==> src/rtl/bus_seq_pkg.sv <==
package bus_seq_pkg;

  typedef enum logic [2:0] {
    CYC_FETCH = 3'd0,
    CYC_MRD   = 3'd1,
    CYC_MWR   = 3'd2,
    CYC_IORD  = 3'd3,
    CYC_IOWR  = 3'd4
  } cyc_e;

  typedef enum logic [2:0] {
    ST_IDLE = 3'd0,
    ST_T1   = 3'd1,
    ST_T2   = 3'd2,
    ST_TW   = 3'd3,
    ST_T3   = 3'd4,
    ST_T4   = 3'd5,
    ST_HOLD = 3'd6
  } tst_e;

  function automatic logic cyc_known(input logic [2:0] t);
    return t <= 3'd4;
  endfunction

  function automatic logic cyc_is_fetch(input logic [2:0] t);
    return t == CYC_FETCH;
  endfunction

  function automatic logic cyc_is_read(input logic [2:0] t);
    return (t == CYC_FETCH) || (t == CYC_MRD) || (t == CYC_IORD);
  endfunction

  function automatic logic cyc_is_write(input logic [2:0] t);
    return (t == CYC_MWR) || (t == CYC_IOWR);
  endfunction

  function automatic logic cyc_is_io(input logic [2:0] t);
    return (t == CYC_IORD) || (t == CYC_IOWR);
  endfunction

  // status pair as {s1, s0}
  function automatic logic [1:0] cyc_status(input logic [2:0] t);
    logic [1:0] code;
    case (t)
      CYC_FETCH:          code = 2'b11;
      CYC_MRD, CYC_IORD:  code = 2'b10;
      CYC_MWR, CYC_IOWR:  code = 2'b01;
      default:            code = 2'b00;
    endcase
    return code;
  endfunction

  function automatic logic in_strobe_window(input tst_e s);
    return (s == ST_T2) || (s == ST_TW) || (s == ST_T3);
  endfunction

endpackage

==> src/rtl/bus_seq_req.sv <==
module bus_seq_req
  import bus_seq_pkg::*;
#(
  parameter int ADDR_W = 16,
  parameter int DATA_W = 8
) (
  input  logic              clk,
  input  logic              rst_n,
  input  logic              take,
  input  logic [2:0]        req_type,
  input  logic [ADDR_W-1:0] req_addr,
  input  logic [DATA_W-1:0] req_wdata,
  output logic [2:0]        lat_type,
  output logic [ADDR_W-DATA_W-1:0] lat_hi,
  output logic [DATA_W-1:0] lat_lo,
  output logic [DATA_W-1:0] lat_wdata
);
  localparam int HI_W = ADDR_W - DATA_W;

  logic [HI_W-1:0] hi_sel;

  // I/O cycles carry the port number on both halves of the address
  always_comb begin
    if (cyc_is_io(req_type)) hi_sel = HI_W'(req_addr[DATA_W-1:0]);
    else                     hi_sel = req_addr[ADDR_W-1:DATA_W];
  end

  always_ff @(posedge clk or negedge rst_n) begin
    if (!rst_n) begin
      lat_type  <= 3'd0;
      lat_hi    <= '0;
      lat_lo    <= '0;
      lat_wdata <= '0;
    end else if (take) begin
      lat_type  <= req_type;
      lat_hi    <= hi_sel;
      lat_lo    <= req_addr[DATA_W-1:0];
      lat_wdata <= req_wdata;
    end
  end
endmodule

==> src/rtl/bus_seq_fsm.sv <==
module bus_seq_fsm
  import bus_seq_pkg::*;
(
  input  logic       clk,
  input  logic       rst_n,
  input  logic       req_valid,
  input  logic [2:0] req_type,
  input  logic [2:0] lat_type,
  input  logic       ready,
  input  logic       hold,
  output tst_e       state,
  output logic       take,
  output logic       last_t,
  output logic       done
);
  tst_e state_nx;
  logic fetch_q;

  assign fetch_q = cyc_is_fetch(lat_type);
  assign take    = (state == ST_IDLE) && req_valid && cyc_known(req_type)
                   && !hold && !done;
  assign last_t  = ((state == ST_T3) && !fetch_q) || (state == ST_T4);

  always_comb begin
    state_nx = state;
    case (state)
      ST_IDLE: begin
        if (hold)      state_nx = ST_HOLD;
        else if (take) state_nx = ST_T1;
      end
      ST_T1:   state_nx = ST_T2;
      ST_T2:   state_nx = ready ? ST_T3 : ST_TW;
      ST_TW:   state_nx = ready ? ST_T3 : ST_TW;
      ST_T3:   state_nx = fetch_q ? ST_T4 : ST_IDLE;
      ST_T4:   state_nx = ST_IDLE;
      ST_HOLD: state_nx = hold ? ST_HOLD : ST_IDLE;
      default: state_nx = ST_IDLE;
    endcase
  end

  always_ff @(posedge clk or negedge rst_n) begin
    if (!rst_n) begin
      state <= ST_IDLE;
      done  <= 1'b0;
    end else begin
      state <= state_nx;
      done  <= last_t;
    end
  end
endmodule

==> src/rtl/bus_seq_pins.sv <==
module bus_seq_pins
  import bus_seq_pkg::*;
#(
  parameter int ADDR_W = 16,
  parameter int DATA_W = 8
) (
  input  logic              clk,
  input  logic              rst_n,
  input  tst_e              state,
  input  logic [2:0]        lat_type,
  input  logic [ADDR_W-DATA_W-1:0] lat_hi,
  input  logic [DATA_W-1:0] lat_lo,
  input  logic [DATA_W-1:0] lat_wdata,
  input  logic [DATA_W-1:0] ad_in,
  output logic              ale,
  output logic              s1,
  output logic              s0,
  output logic              io_m,
  output logic              rd_n,
  output logic              wr_n,
  output logic [ADDR_W-DATA_W-1:0] addr_hi,
  output logic [DATA_W-1:0] ad_out,
  output logic              ad_oe,
  output logic              ctl_oe,
  output logic              hlda,
  output logic [DATA_W-1:0] rd_data
);
  logic in_cycle, win, rd_k, wr_k;
  logic [1:0] st_code;

  assign in_cycle = (state == ST_T1) || (state == ST_T2) || (state == ST_TW)
                    || (state == ST_T3) || (state == ST_T4);
  assign win      = in_strobe_window(state);
  assign rd_k     = cyc_is_read(lat_type);
  assign wr_k     = cyc_is_write(lat_type);
  assign st_code  = cyc_status(lat_type);

  always_comb begin
    ale     = (state == ST_T1);
    s1      = in_cycle & st_code[1];
    s0      = in_cycle & st_code[0];
    io_m    = in_cycle & cyc_is_io(lat_type);
    rd_n    = !(win && rd_k);
    wr_n    = !(win && wr_k);
    addr_hi = in_cycle ? lat_hi : '0;
    hlda    = (state == ST_HOLD);
    ctl_oe  = (state != ST_HOLD);
    if (state == ST_T1) begin
      ad_out = lat_lo;
      ad_oe  = 1'b1;
    end else if (win && wr_k) begin
      ad_out = lat_wdata;
      ad_oe  = 1'b1;
    end else begin
      ad_out = '0;
      ad_oe  = 1'b0;
    end
  end

  always_ff @(posedge clk or negedge rst_n) begin
    if (!rst_n)                       rd_data <= '0;
    else if ((state == ST_T3) && rd_k) rd_data <= ad_in;
  end
endmodule

==> src/rtl/mux_bus_seq.sv <==
module mux_bus_seq
  import bus_seq_pkg::*;
#(
  parameter int ADDR_W = 16,
  parameter int DATA_W = 8
) (
  input  logic              clk,
  input  logic              rst_n,
  input  logic              req_valid,
  input  logic [2:0]        req_type,
  input  logic [ADDR_W-1:0] req_addr,
  input  logic [DATA_W-1:0] req_wdata,
  output logic              done,
  output logic [DATA_W-1:0] rd_data,
  output logic              ale,
  output logic              s1,
  output logic              s0,
  output logic              io_m,
  output logic              rd_n,
  output logic              wr_n,
  output logic [ADDR_W-DATA_W-1:0] addr_hi,
  output logic [DATA_W-1:0] ad_out,
  input  logic [DATA_W-1:0] ad_in,
  output logic              ad_oe,
  output logic              ctl_oe,
  input  logic              ready,
  input  logic              hold,
  output logic              hlda
);
  localparam int HI_W = ADDR_W - DATA_W;

  tst_e            state;
  logic            take, last_t;
  logic [2:0]      lat_type;
  logic [HI_W-1:0] lat_hi;
  logic [DATA_W-1:0] lat_lo, lat_wdata;

  bus_seq_req #(.ADDR_W(ADDR_W), .DATA_W(DATA_W)) u_req (
    .clk(clk), .rst_n(rst_n), .take(take), .req_type(req_type),
    .req_addr(req_addr), .req_wdata(req_wdata), .lat_type(lat_type),
    .lat_hi(lat_hi), .lat_lo(lat_lo), .lat_wdata(lat_wdata)
  );

  bus_seq_fsm u_fsm (
    .clk(clk), .rst_n(rst_n), .req_valid(req_valid), .req_type(req_type),
    .lat_type(lat_type), .ready(ready), .hold(hold), .state(state),
    .take(take), .last_t(last_t), .done(done)
  );

  bus_seq_pins #(.ADDR_W(ADDR_W), .DATA_W(DATA_W)) u_pins (
    .clk(clk), .rst_n(rst_n), .state(state), .lat_type(lat_type),
    .lat_hi(lat_hi), .lat_lo(lat_lo), .lat_wdata(lat_wdata), .ad_in(ad_in),
    .ale(ale), .s1(s1), .s0(s0), .io_m(io_m), .rd_n(rd_n), .wr_n(wr_n),
    .addr_hi(addr_hi), .ad_out(ad_out), .ad_oe(ad_oe), .ctl_oe(ctl_oe),
    .hlda(hlda), .rd_data(rd_data)
  );
endmodule

==> config.mk <==
export PLATFORM = sky130hd
export DESIGN_NAME = mux_bus_seq
export DESIGN_NICKNAME = d
export VERILOG_FILES = /design/src/rtl/bus_seq_pkg.sv /design/src/rtl/bus_seq_req.sv /design/src/rtl/bus_seq_fsm.sv /design/src/rtl/bus_seq_pins.sv /design/src/rtl/mux_bus_seq.sv
export SDC_FILE = /design/constraint.sdc
export NUM_CORES = 1
export LEC_CHECK = 0
export CAP_MARGIN = 10
export CORE_MARGIN = 2
export CORE_UTILIZATION = 45
export CTS_CLUSTER_DIAMETER = 50
export CTS_CLUSTER_SIZE = 14
export DETAILED_ROUTE_END_ITERATION = 10
export GPL_TIMING_DRIVEN = 0
export PLACE_DENSITY_LB_ADDON = 0.3
export SKIP_LAST_GASP = 1
export SLEW_MARGIN = 0
export SYNTH_ARGS = -nofsm -noshare
export SYNTH_HDL_FRONTEND = slang
export SYNTH_SLANG_ARGS = --single-unit
==> constraint.sdc <==
create_clock -name clk -period 3.35 [get_ports clk]
set_clock_uncertainty 0.1 [all_clocks]
set_input_delay 0.67 -clock clk [delete_from_list [all_inputs] [get_ports clk]]
set_output_delay 0.67 -clock clk [all_outputs]
set_load 0.02 [all_outputs]
==> results of run 1 <==
-- what timing repair did --
item | 4_1_cts | 5_1_grt
gates resized for setup | 0 | 5
setup endpoints to repair | 0 | 19
buffers inserted | 0 | 0
-- through the flow --
stage	util [%]	setup WS (ns)
finish	68.8	0.193
detailed placement	65.6	0.368
floorplan	-	1.01
global route	68.8	0.0270
CTS	68.2	0.0264
global placement	65.7	0.409
-- flip-flops by register name (all words and copies together), names as in the netlist --
signal	flops
u_req.lat_hi	8
u_req.lat_wdata	8
u_req.lat_type	3
u_req.lat_lo	8
u_pins.rd_data	8
u_fsm.done	1
u_fsm.state	3
-- logic make-up after synthesis --
family / Yosys count / share of synthesized area, %
simple gates: 59 / 17.1
flops: 39 / 45.9
compound gates: 36 / 12.6
mux: 35 / 18.1
buf+inv: 27 / 5.89
xor+xnor: 1 / 0.412
-- layout by cell type (no fill, tap or decap), types with 6 or more instances in the layout --
cell and n:
sky130_fd_sc_hd__mux2_2 27, sky130_fd_sc_hd__clkbuf_8 6, sky130_fd_sc_hd__nor2_1 17, sky130_fd_sc_hd__inv_1 11, sky130_fd_sc_hd__o22ai_1 10, sky130_fd_sc_hd__mux2i_1 8, sky130_fd_sc_hd__or4b_2 8, sky130_fd_sc_hd__clkdlybuf4s50_1 72
sky130_fd_sc_hd__o311ai_0 7, sky130_fd_sc_hd__dfrtp_1 39, sky130_fd_sc_hd__clkbuf_1 6, sky130_fd_sc_hd__o32ai_1 8, sky130_fd_sc_hd__nor3_1 10
-- synthesized netlist by cell type, types with 2 or more instances --
cell type                  number
sky130_fd_sc_hd__clkbuf_1       7
sky130_fd_sc_hd__o32ai_1        8
sky130_fd_sc_hd__o22ai_1       10
sky130_fd_sc_hd__nor2b_1        2
sky130_fd_sc_hd__inv_1         11
sky130_fd_sc_hd__nand2b_1       2
sky130_fd_sc_hd__mux2i_1        8
sky130_fd_sc_hd__and3b_1        2
sky130_fd_sc_hd__o311ai_0       7
sky130_fd_sc_hd__nor2_1        17
sky130_fd_sc_hd__or2_2          2
sky130_fd_sc_hd__buf_4          3
sky130_fd_sc_hd__mux2_2        27
sky130_fd_sc_hd__nor3b_1        2
sky130_fd_sc_hd__a21oi_1        4
sky130_fd_sc_hd__nand2_1        5
sky130_fd_sc_hd__buf_2          4
sky130_fd_sc_hd__nor4b_1        2
sky130_fd_sc_hd__nand3b_1       3
sky130_fd_sc_hd__o21ai_0        2
sky130_fd_sc_hd__dfrtp_1       39
sky130_fd_sc_hd__nor3_1        10
sky130_fd_sc_hd__or4b_2         8
-- worst reg2reg max path, delay by kind of cell (launching register included) --
kind / cells / cell delay, ns
buf+inv: 2 / 0.42
flops: 1 / 0.41
simple gates: 2 / 0.62
mux: 1 / 0.36
-- worst max-delay path by stage --
| stage | from | to | slack, ns | cells after the start |
|---|---|---|---|---|
| floorplan | u_fsm.state[2] | ad_out[0] | 1.01 | 5 |
| global placement | u_fsm.state[1] | s1 | 0.41 | 6 |
| detailed placement | u_req.lat_type[1] | ad_out[0] | 0.37 | 5 |
| CTS | u_fsm.state[1] | addr_hi[0] | 0.03 | 6 |
| global route | u_fsm.state[1] | s1 | 0.03 | 6 |
| finish | u_req.lat_type[0] | ad_out[0] | 0.19 | 5 |
-- area by class of cell --
| class | count | area (sq um) |
|---|---|---|
| Clock buffer | 6 | 82.6 |
| Buffer | 16 | 85.1 |
| Sequential cell | 39 | 976 |
| Clock inverter | 2 | 35.0 |
| Tap cell | 52 | 65.1 |
| Fill cell | 351 | 1390 |
| Multi-Input combinational cell | 131 | 1050 |
| Inverter | 11 | 41.3 |
| Timing Repair Buffer | 73 | 726 |
-- power by group through the flow --
stage          logic [mW]  clock network, mW  registers (mW)
6_report             1.77              0.416           0.807
5_1_grt              1.91              0.445           0.835
4_1_cts              1.75              0.423           0.808
3_5_place_dp         1.74                  0           0.817
3_3_place_gp         1.72                  0           0.807
2_1_floorplan       0.989                  0           0.862
-- per-layer routing --
metal / global-route usage, % / up-vias
met2: 33.3 / 62
li1: - / 891
met4: 9.67 / 0
met5: 0 / -
met1: 28.8 / 884
met3: 5.39 / 10
==> results.md, run 1 <==
- 2.58 ns — required time of the critical path
- 5.60 — vias per cell
- 5290 sq um — overall die area
- 8760 microns — global-route wire length before repair
- 5 — length in cells of the worst reg-to-reg path
- 39 — flip-flop and latch count after synthesis
- 47.8% — Starting Density
- 0.000521 V — maximum resistive drop on vdd
- sky130_fd_sc_hd__clkdlybuf4s50_1 — cell type of the slowest stage on the worst timing path
- 5360 microns — routed wire length
- 0 ns — setup TNS after final layout
- sky130_fd_sc_hd__dfrtp_1 — Most used DFF post-synth
- 0.895 — gp weighted congestion
- buffers and inverters — Crit path max-delay family
- sky130_fd_sc_hd__dfrtp_1 46%, sky130_fd_sc_hd__mux2_2 14%, sky130_fd_sc_hd__mux2i_1 3.8% — ranking of synthesized cells by area
- 21.6% — share of cells above drive strength 1
- 0 — initial antenna violation count
- 142 — violation count after the first detailed-routing iteration
- 980 nW/um^2 — power density cells
- 21.6% — overall track demand over capacity in global routing
- flip-flop to primary output — Crit Path Category
- 0.875 ns — slew at the pin closest to its max-slew limit
- met4 — highest metal used
- 10.8 sq um — Avg Synthesized Cell Area
- yes — clock tree from TritonCTS
- 72.7 microns — die boundary width
- 197 — Syn Inst Count
- 4440 sq um — area of the core
- 13.9% — Clk network pwr share
- no — setup repair after global routing missed its margin
- sky130_fd_sc_hd__dfrtp_1 — cell type with the highest aggregate area in the netlist
- 1.80 mW — internal power
- 4 — number of detailed-routing iterations run before antenna repair
- 0 — antenna diode instance count
- u_fsm.state[2] — RR Startpoint
- 0 — Post-synth EDFFs
- 2120 sq um — Netlist Area Pre-Place
- 0.08 ns — post-CTS clock slew at the launch and capture registers of the worst setup and hold paths
- 2 — largest buffer count on any clock path
- 2 — H-Tree Level Count
- 73 — number of buffer cells added on primary ports
- 0 — number of nets still failing antenna checks after routing
- 2920 sq um — instance area after placement
- 40.0% — switching fraction of total power
- sky130_fd_sc_hd__clkbuf_8 — Root Buffer Master
- 1.20 mW — switching power of the nets
- 100% — FFs w/ async S/R, synth
- 10 — maximum fanout count along the critical path
- 0.317 GHz — top achievable clock speed
- 1,808 — number of global-route vias before repair
- 1,847 — via count of the routed design
- 0.64 ns — largest incremental delay on the critical path
- 322 — number of cells after detailed placement
- 59.2% — proportion of power drawn by combinational gates
- 72.7 microns — Vert. Die Dim
- 0 — number of maximum-capacitance violations
- 317 — net count of the finished layout
- 26.9% — power share of the sequential group
- 43.9% — synthesis-to-layout area growth
- 1.22 nW — static leakage power
- 0.387 ns — Hold WS
- 24 — number of placement rows
- clkbuf_1 > nor3b_1 > a221oi_4 > nor3_1 > clkdlybuf4s50_1 — crit path cell chain
- 0 — Slew Limit Fails
- 45.9% — sequential fraction of the synthesis area
- 2 — buffers plus inverters on the worst setup path
- 0.29 ns — later-pin clock latency in the skew report
- 2320 microns — detailed-routing wirelength on met1
- 0 — drt drc
- 0 — count of endpoints failing hold in the final timing report
- 0 — hold_buf cts
- 0 — Setup Viol. Count Final
- 3.16 ns — post-route minimum period
- u_req.lat_wdata[2] — reg-to-reg endpoint
- 3.00 mW — total power after layout
- 74 — count of boundary I/O pins
- 5 — Num CTS Buffers
- 0 — Remaining Overflow, GRT
- input port to asynchronous set/reset pin — hold crit path type
- primary output — critical path endpoint category
- 40 — pin count of the biggest net entering global routing
- flip-flop — crit path launch type
- finished, final reports clean — result of the run
- 237 — Syn Nets
- 330 — Post-Layout Cell Count
- 310 microns — met3 layer wire length in the routed design
- 2.39 ns — data arrival time of the worst path
- 16.2 microns — routed length per instance
- 35 — Synth cell types
- 3060 sq um — post-route cell area
- 1.32 ns — flop-to-flop setup slack
- 41.7% — worst slew margin relative to its limit
- 0 — number of warnings reported in the yosys synthesis log
- 39 — count of clock tree sinks
- 2620 microns — met2 routed wirelength
- 45.9% — area share of the leading cell type in the synthesized netlist
- 3820 microns — detailed placement HPWL
- 94.2% — crit share post-route
Note: power is estimated with default switching activity, not from simulation.
==> run 2, diff against run 1 <==
--- a/config.mk
+++ b/config.mk
@@ -6,8 +6,9 @@
 export NUM_CORES = 1
 export LEC_CHECK = 0
 export CAP_MARGIN = 10
-export CORE_MARGIN = 2
-export CORE_UTILIZATION = 45
+export CELL_PAD_IN_SITES_DETAIL_PLACEMENT = 2
+export CELL_PAD_IN_SITES_GLOBAL_PLACEMENT = 2
+export CORE_UTILIZATION = 29
 export CTS_CLUSTER_DIAMETER = 50
 export CTS_CLUSTER_SIZE = 14
 export DETAILED_ROUTE_END_ITERATION = 10
==> run 2 against run 1 <==
  * Total power grew 3.2%
  * Critical path depth is the same
  * Design area grew 2.9%
  * Non-clock buffer count grew 1
  * Clock-buffer cell count is the same
  * Sequential share of layout area shrank 0.91 points
  * Via count grew 3.5%
  * Clock power grew 12%
  * Critical path type unchanged
  * Largest power group unchanged
  * Highest routed layer unchanged
==> results.md, run 2 (synthesis gave the netlist of run 1 again) <==
- 73 — number of buffer cells added on primary ports
- 0.609 ns — slew at the pin closest to its max-slew limit
- input port to asynchronous set/reset pin — hold crit path type
- 0.238 ns — Hold WS
- 30 — number of placement rows
- 72 x sky130_fd_sc_hd__clkdlybuf4s50_1, 39 x sky130_fd_sc_hd__dfrtp_1, 27 x sky130_fd_sc_hd__mux2_2 — most frequent cells in the layout
- flip-flop to primary output — Crit Path Category
- 0 — Remaining Overflow, GRT
- finished, final reports clean — result of the run
- 18.8% — overall track demand over capacity in global routing
- 2 — H-Tree Level Count
- 0 — post-CTS setup repair buffer count
- sky130_fd_sc_hd__clkbuf_8 — Root Buffer Master
- 2.45 ns — data arrival time of the worst path
- 1.29 ns — flop-to-flop setup slack
- 5 — length in cells of the worst reg-to-reg path
- 318 — net count of the finished layout
- 48.1% — synthesis-to-layout area growth
- 23 — pin count of the biggest net entering global routing
- 74 — count of boundary I/O pins
- 1,912 — via count of the routed design
- 0.28 ns — later-pin clock latency in the skew report
- 2,023 — number of global-route vias before repair
- 3600 microns — met2 routed wirelength
- sky130_fd_sc_hd__clkdlybuf4s50_1 — leading cell type in the layout, fill and taps excluded
- 87.6 microns — die boundary width
- 0.000315 V — maximum resistive drop on vdd
- 21.1% — share of cells above drive strength 1
- 10,800 microns — global-route wire length before repair
- 983 nW/um^2 — power density cells
- 87.6 microns — Vert. Die Dim
- 39 — count of clock tree sinks
- 0 — count of endpoints failing hold in the final timing report
- 59.1% — worst slew margin relative to its limit
- 6790 microns — routed wire length
- 96.0% — crit share post-route
- 0 — drt drc
- 5120 microns — detailed placement HPWL
- yes — clock tree from TritonCTS
- 0 — antenna diode instance count
- 375 — Post-Layout Cell Count
- 255 microns — met3 layer wire length in the routed design
- primary output — critical path endpoint category
- 91 — violation count after the first detailed-routing iteration
- 3.22 ns — post-route minimum period
- 0.08 ns — post-CTS clock slew at the launch and capture registers of the worst setup and hold paths
- 18.1 microns — routed length per instance
- 0 — initial antenna violation count
- 0 — number of maximum-capacitance violations
- 367 — number of cells after detailed placement
- 6940 sq um — area of the core
- 5.10 — vias per cell
- 7670 sq um — overall die area
- 1.23 nW — static leakage power
- met4 — highest metal used
- 0 — number of nets still failing antenna checks after routing
- 0 — Setup Viol. Count Final
- 0.311 GHz — top achievable clock speed
- 9 — maximum fanout count along the critical path
- 0.760 — gp weighted congestion
- 2.58 ns — required time of the critical path
- 2 — largest buffer count on any clock path
- 0 — Slew Limit Fails
- 0 ns — setup TNS after final layout
- flip-flop — crit path launch type
- 2860 microns — detailed-routing wirelength on met1
- 5 — Num CTS Buffers
- 30.6% — Starting Density
- no — setup repair after global routing missed its margin
- 4 — number of detailed-routing iterations run before antenna repair
## run 2: changes by cell type in the layout (fill, tap and decap cells not counted), sizes merged
| cell | before | now |
|---|---|---|
| buf | 10 | 11 |
| bufinv | 1 | 2 |
| clkinv | 1 | 0 |
## run 2: power breakdown
group          leakage, nW  total [mW]  switching [mW]  internal (mW)
Combinational        0.694        1.81           0.965          0.849
Clock               0.0654       0.465           0.167          0.298
Sequential           0.473       0.813           0.107          0.706
## run 2: metal layers
layer | track usage, % | vias to the layer above
met5 | 0 | -
met4 | 6.26 | 0
met3 | 2.26 | 4
met2 | 33.0 | 40
met1 | 24.1 | 978
li1 | - | 890
## run 2: per-stage QoR
stage               setup WS [ns]  total power [mW]  utilization, %  cell area [sq um]
floorplan                    1.01              1.85               -               2120
global placement            0.326              2.56            42.8               2980
detailed placement          0.263              2.64            43.2               3000
CTS                        0.0882              3.15            45.3               3150
global route               0.0138              3.29            45.3               3150
finish                      0.133              3.09            45.3               3150
## run 2: worst max-delay path, stage by stage (launching register included)
cell                              delay [ns]
sky130_fd_sc_hd__dfrtp_1                0.32
sky130_fd_sc_hd__clkbuf_1               0.29
sky130_fd_sc_hd__xor2_1                 0.41
sky130_fd_sc_hd__a21oi_2                0.24
sky130_fd_sc_hd__nor3_1                 0.25
sky130_fd_sc_hd__clkdlybuf4s50_1        0.64
## run 2: worst paths after layout
check                                   start            endpoint
max                         u_req.lat_type[1]           ad_out[6]
min                                     rst_n  u_req.lat_wdata[2]
max reg2reg                    u_fsm.state[2]  u_req.lat_wdata[2]
min reg2reg                u_req.lat_wdata[6]  u_req.lat_wdata[6]
max in group asynchronous               rst_n  u_req.lat_wdata[3]
min in group clk           u_req.lat_wdata[6]  u_req.lat_wdata[6]
## run 2: final cells by class
| cell class | count | area [sq um] |
|---|---|---|
| plain buffers | 16 | 85.1 |
| well taps | 96 | 120 |
| clock buffers | 6 | 72.6 |
| repair buffers | 74 | 753 |
| multi-input cells | 131 | 1040 |
| fillers | 739 | 3800 |
| flip-flops and latches | 39 | 976 |
| inverters | 11 | 41.3 |
| clock inverters | 2 | 60.1 |
## run 2: timing repair
action / 4_1_cts / 5_1_grt
hold buffers: 0 / 0
gates resized for setup: 3 / 0
setup endpoints to repair: 12 / 0
==> run 3, diff against run 2 <==
--- a/config.mk
+++ b/config.mk
@@ -5,7 +5,7 @@
 export SDC_FILE = /design/constraint.sdc
 export NUM_CORES = 1
 export LEC_CHECK = 0
-export CAP_MARGIN = 10
+export CAP_MARGIN = 25
 export CELL_PAD_IN_SITES_DETAIL_PLACEMENT = 2
 export CELL_PAD_IN_SITES_GLOBAL_PLACEMENT = 2
 export CORE_UTILIZATION = 29
@@ -13,7 +13,7 @@
 export CTS_CLUSTER_SIZE = 14
 export DETAILED_ROUTE_END_ITERATION = 10
 export GPL_TIMING_DRIVEN = 0
-export PLACE_DENSITY_LB_ADDON = 0.3
+export PLACE_DENSITY_LB_ADDON = 0.1
 export SKIP_LAST_GASP = 1
 export SLEW_MARGIN = 0
 export SYNTH_ARGS = -nofsm -noshare
==> run 3 against run 2 <==
  * Clock power rose by 1%
  * Worst hold slack got worse by 0.17 ns
  * Register-to-register slack worse by 0.06 ns
  * Non-clock buffer count unchanged
  * Critical path depth increased by 1
  * Largest cell class unchanged
  * Highest routed layer unchanged
==> results.md, run 3 (synthesis gave the netlist of run 1 again) <==
- 0 — Slew Limit Fails
- 0 — drt drc
- 72 x sky130_fd_sc_hd__clkdlybuf4s50_1, 39 x sky130_fd_sc_hd__dfrtp_1, 27 x sky130_fd_sc_hd__mux2_2 — most frequent cells in the layout
- finished, final reports clean — result of the run
- input port to asynchronous set/reset pin — hold crit path type
- 1.24 mW — switching power of the nets
- sky130_fd_sc_hd__clkbuf_8 — Root Buffer Master
- 1.86 mW — internal power
- primary output — critical path endpoint category
- u_fsm.state[2] — RR Startpoint
- 983 nW/um^2 — power density cells
- 1,910 — via count of the routed design
- 3150 sq um — post-route cell area
- 0.583 ns — slew at the pin closest to its max-slew limit
- 38 — pin count of the biggest net entering global routing
- 74 — count of boundary I/O pins
- 4.05% — met3 usage
- 0.000428 V — maximum resistive drop on vdd
- 26.2% — power share of the sequential group
- 5.09 — vias per cell
- 58.6% — proportion of power drawn by combinational gates
- 21.5% — share of cells above drive strength 1
- 0 — number of maximum-capacitance violations
- 2.40 ns — data arrival time of the worst path
- 60.9% — worst slew margin relative to its limit
- 5 — number of detailed-routing iterations run before antenna repair
- 2 — H-Tree Level Count
- 50 — violation count after the first detailed-routing iteration
- u_req.lat_wdata[2] — reg-to-reg endpoint
- 318 — net count of the finished layout
- 0 — Setup Viol. Count Final
- 0.315 GHz — top achievable clock speed
- 7670 sq um — overall die area
- 367 — number of cells after detailed placement
- 17.4 microns — routed length per instance
- 40.0% — switching fraction of total power
- 0 — post-CTS setup repair buffer count
- flip-flop to primary output — Crit Path Category
- 10,800 microns — global-route wire length before repair
- 15.2% — Clk network pwr share
- 2,089 — number of global-route vias before repair
- 6530 microns — routed wire length
- 0 — count of endpoints failing hold in the final timing report
- 87.6 microns — Vert. Die Dim
- met2 — busiest layer in global routing
- 0 — initial antenna violation count
- 24.4% — met1 Track Usage GR
- flip-flop — crit path launch type
- 0.29 ns — later-pin clock latency in the skew report
- 0.0660 ns — Hold WS
- 2990 sq um — instance area after placement
- sky130_fd_sc_hd__clkdlybuf4s50_1 — leading cell type in the layout, fill and taps excluded
- 30.6% — Starting Density
- 87.6 microns — die boundary width
- 18.7% — overall track demand over capacity in global routing
- yes — clock tree from TritonCTS
- 2 — largest buffer count on any clock path
- 0.765 — gp weighted congestion
- 4870 microns — detailed placement HPWL
- 2.58 ns — required time of the critical path
- 10 — maximum fanout count along the critical path
- 0.08 ns — post-CTS clock slew at the launch and capture registers of the worst setup and hold paths
- 375 — Post-Layout Cell Count
- 94.7% — crit share post-route
- 0 ns — setup TNS after final layout
- 48.1% — synthesis-to-layout area growth
- 6940 sq um — area of the core
- 3.17 ns — post-route minimum period
- no — setup repair after global routing missed its margin
- 1.23 ns — flop-to-flop setup slack
- 1.23 nW — static leakage power
- 0 — number of nets still failing antenna checks after routing
- 0 — Remaining Overflow, GRT
- 39 — count of clock tree sinks
- 31.5% — fraction of met2 tracks used by global routing
- 5 — length in cells of the worst reg-to-reg path
- 73 — number of buffer cells added on primary ports
- 30 — number of placement rows
- 740 — fill count
- 5 — Num CTS Buffers
- 0 — antenna diode instance count
[run 3: cell count changes in the layout (fill, tap and decap cells not counted)]
cell                     previous run  this run
sky130_fd_sc_hd__buf_16             1         0
sky130_fd_sc_hd__buf_12             0         1
sky130_fd_sc_hd__xor2_1             1         0
sky130_fd_sc_hd__xor2_2             0         1
[run 3: worst max path at each step]
| stage | depth (start not counted) | start | endpoint |
|---|---|---|---|
| after floorplan | 5 | u_fsm.state[2] | ad_out[0] |
| after global placement | 6 | u_fsm.state[1] | io_m |
| after detailed placement | 6 | u_fsm.state[1] | io_m |
| after CTS | 5 | u_req.lat_type[1] | ad_out[6] |
| after global routing | 6 | u_fsm.state[2] | ad_out[6] |
| final | 6 | u_fsm.state[2] | ad_out[6] |
[run 3: through the flow]
step	power [mW]	setup WS (ns)	utilization, %
floorplan	1.85	1.01	-
global placement	2.56	0.292	42.8
detailed placement	2.62	0.279	43.1
CTS	3.14	0.0544	45.2
global route	3.31	0.0165	45.3
finish	3.09	0.176	45.3
[run 3: layout make-up]
cell class	instances	area [sq um]	share of cell area, %
Tap cell	96	120	3.82
Clock buffer	6	72.6	2.31
Clock inverter	2	60.1	1.91
Sequential cell	39	976	31.0
Inverter	11	41.3	1.31
Buffer	16	85.1	2.70
Multi-Input combinational cell	131	1050	33.2
Timing Repair Buffer	74	746	23.7
[run 3: power by group through the flow]
stage          Combinational [mW]  Sequential, mW  Clock, mW
2_1_floorplan               0.989           0.862          0
6_report                     1.81           0.811      0.471
5_1_grt                      1.96           0.842      0.505
4_1_cts                      1.84           0.817      0.486
3_5_place_dp                 1.80           0.826          0
3_3_place_gp                 1.76           0.808          0
[run 3: worst max-delay path: stages, from the launching register on]
cell and delay [ns]:
sky130_fd_sc_hd__dfrtp_1 0.41, sky130_fd_sc_hd__buf_2 0.19, sky130_fd_sc_hd__nor3b_1 0.19, sky130_fd_sc_hd__buf_2 0.32, sky130_fd_sc_hd__mux2i_1 0.14, sky130_fd_sc_hd__nor3_1 0.21, sky130_fd_sc_hd__clkdlybuf4s50_1 0.65
[run 3: metal layers]
layer  vias up  wire length (microns)
met5         -                      0
met4         0                     58
met2        54                   3130
li1        894                      -
met1       955                   3040
met3         7                    300
[run 3: timing repair]
action	4_1_cts	5_1_grt
cloned	0	0
hold buffers	0	0
resized for setup	3	1
pin swaps	0	0
setup endpoints to repair	16	7
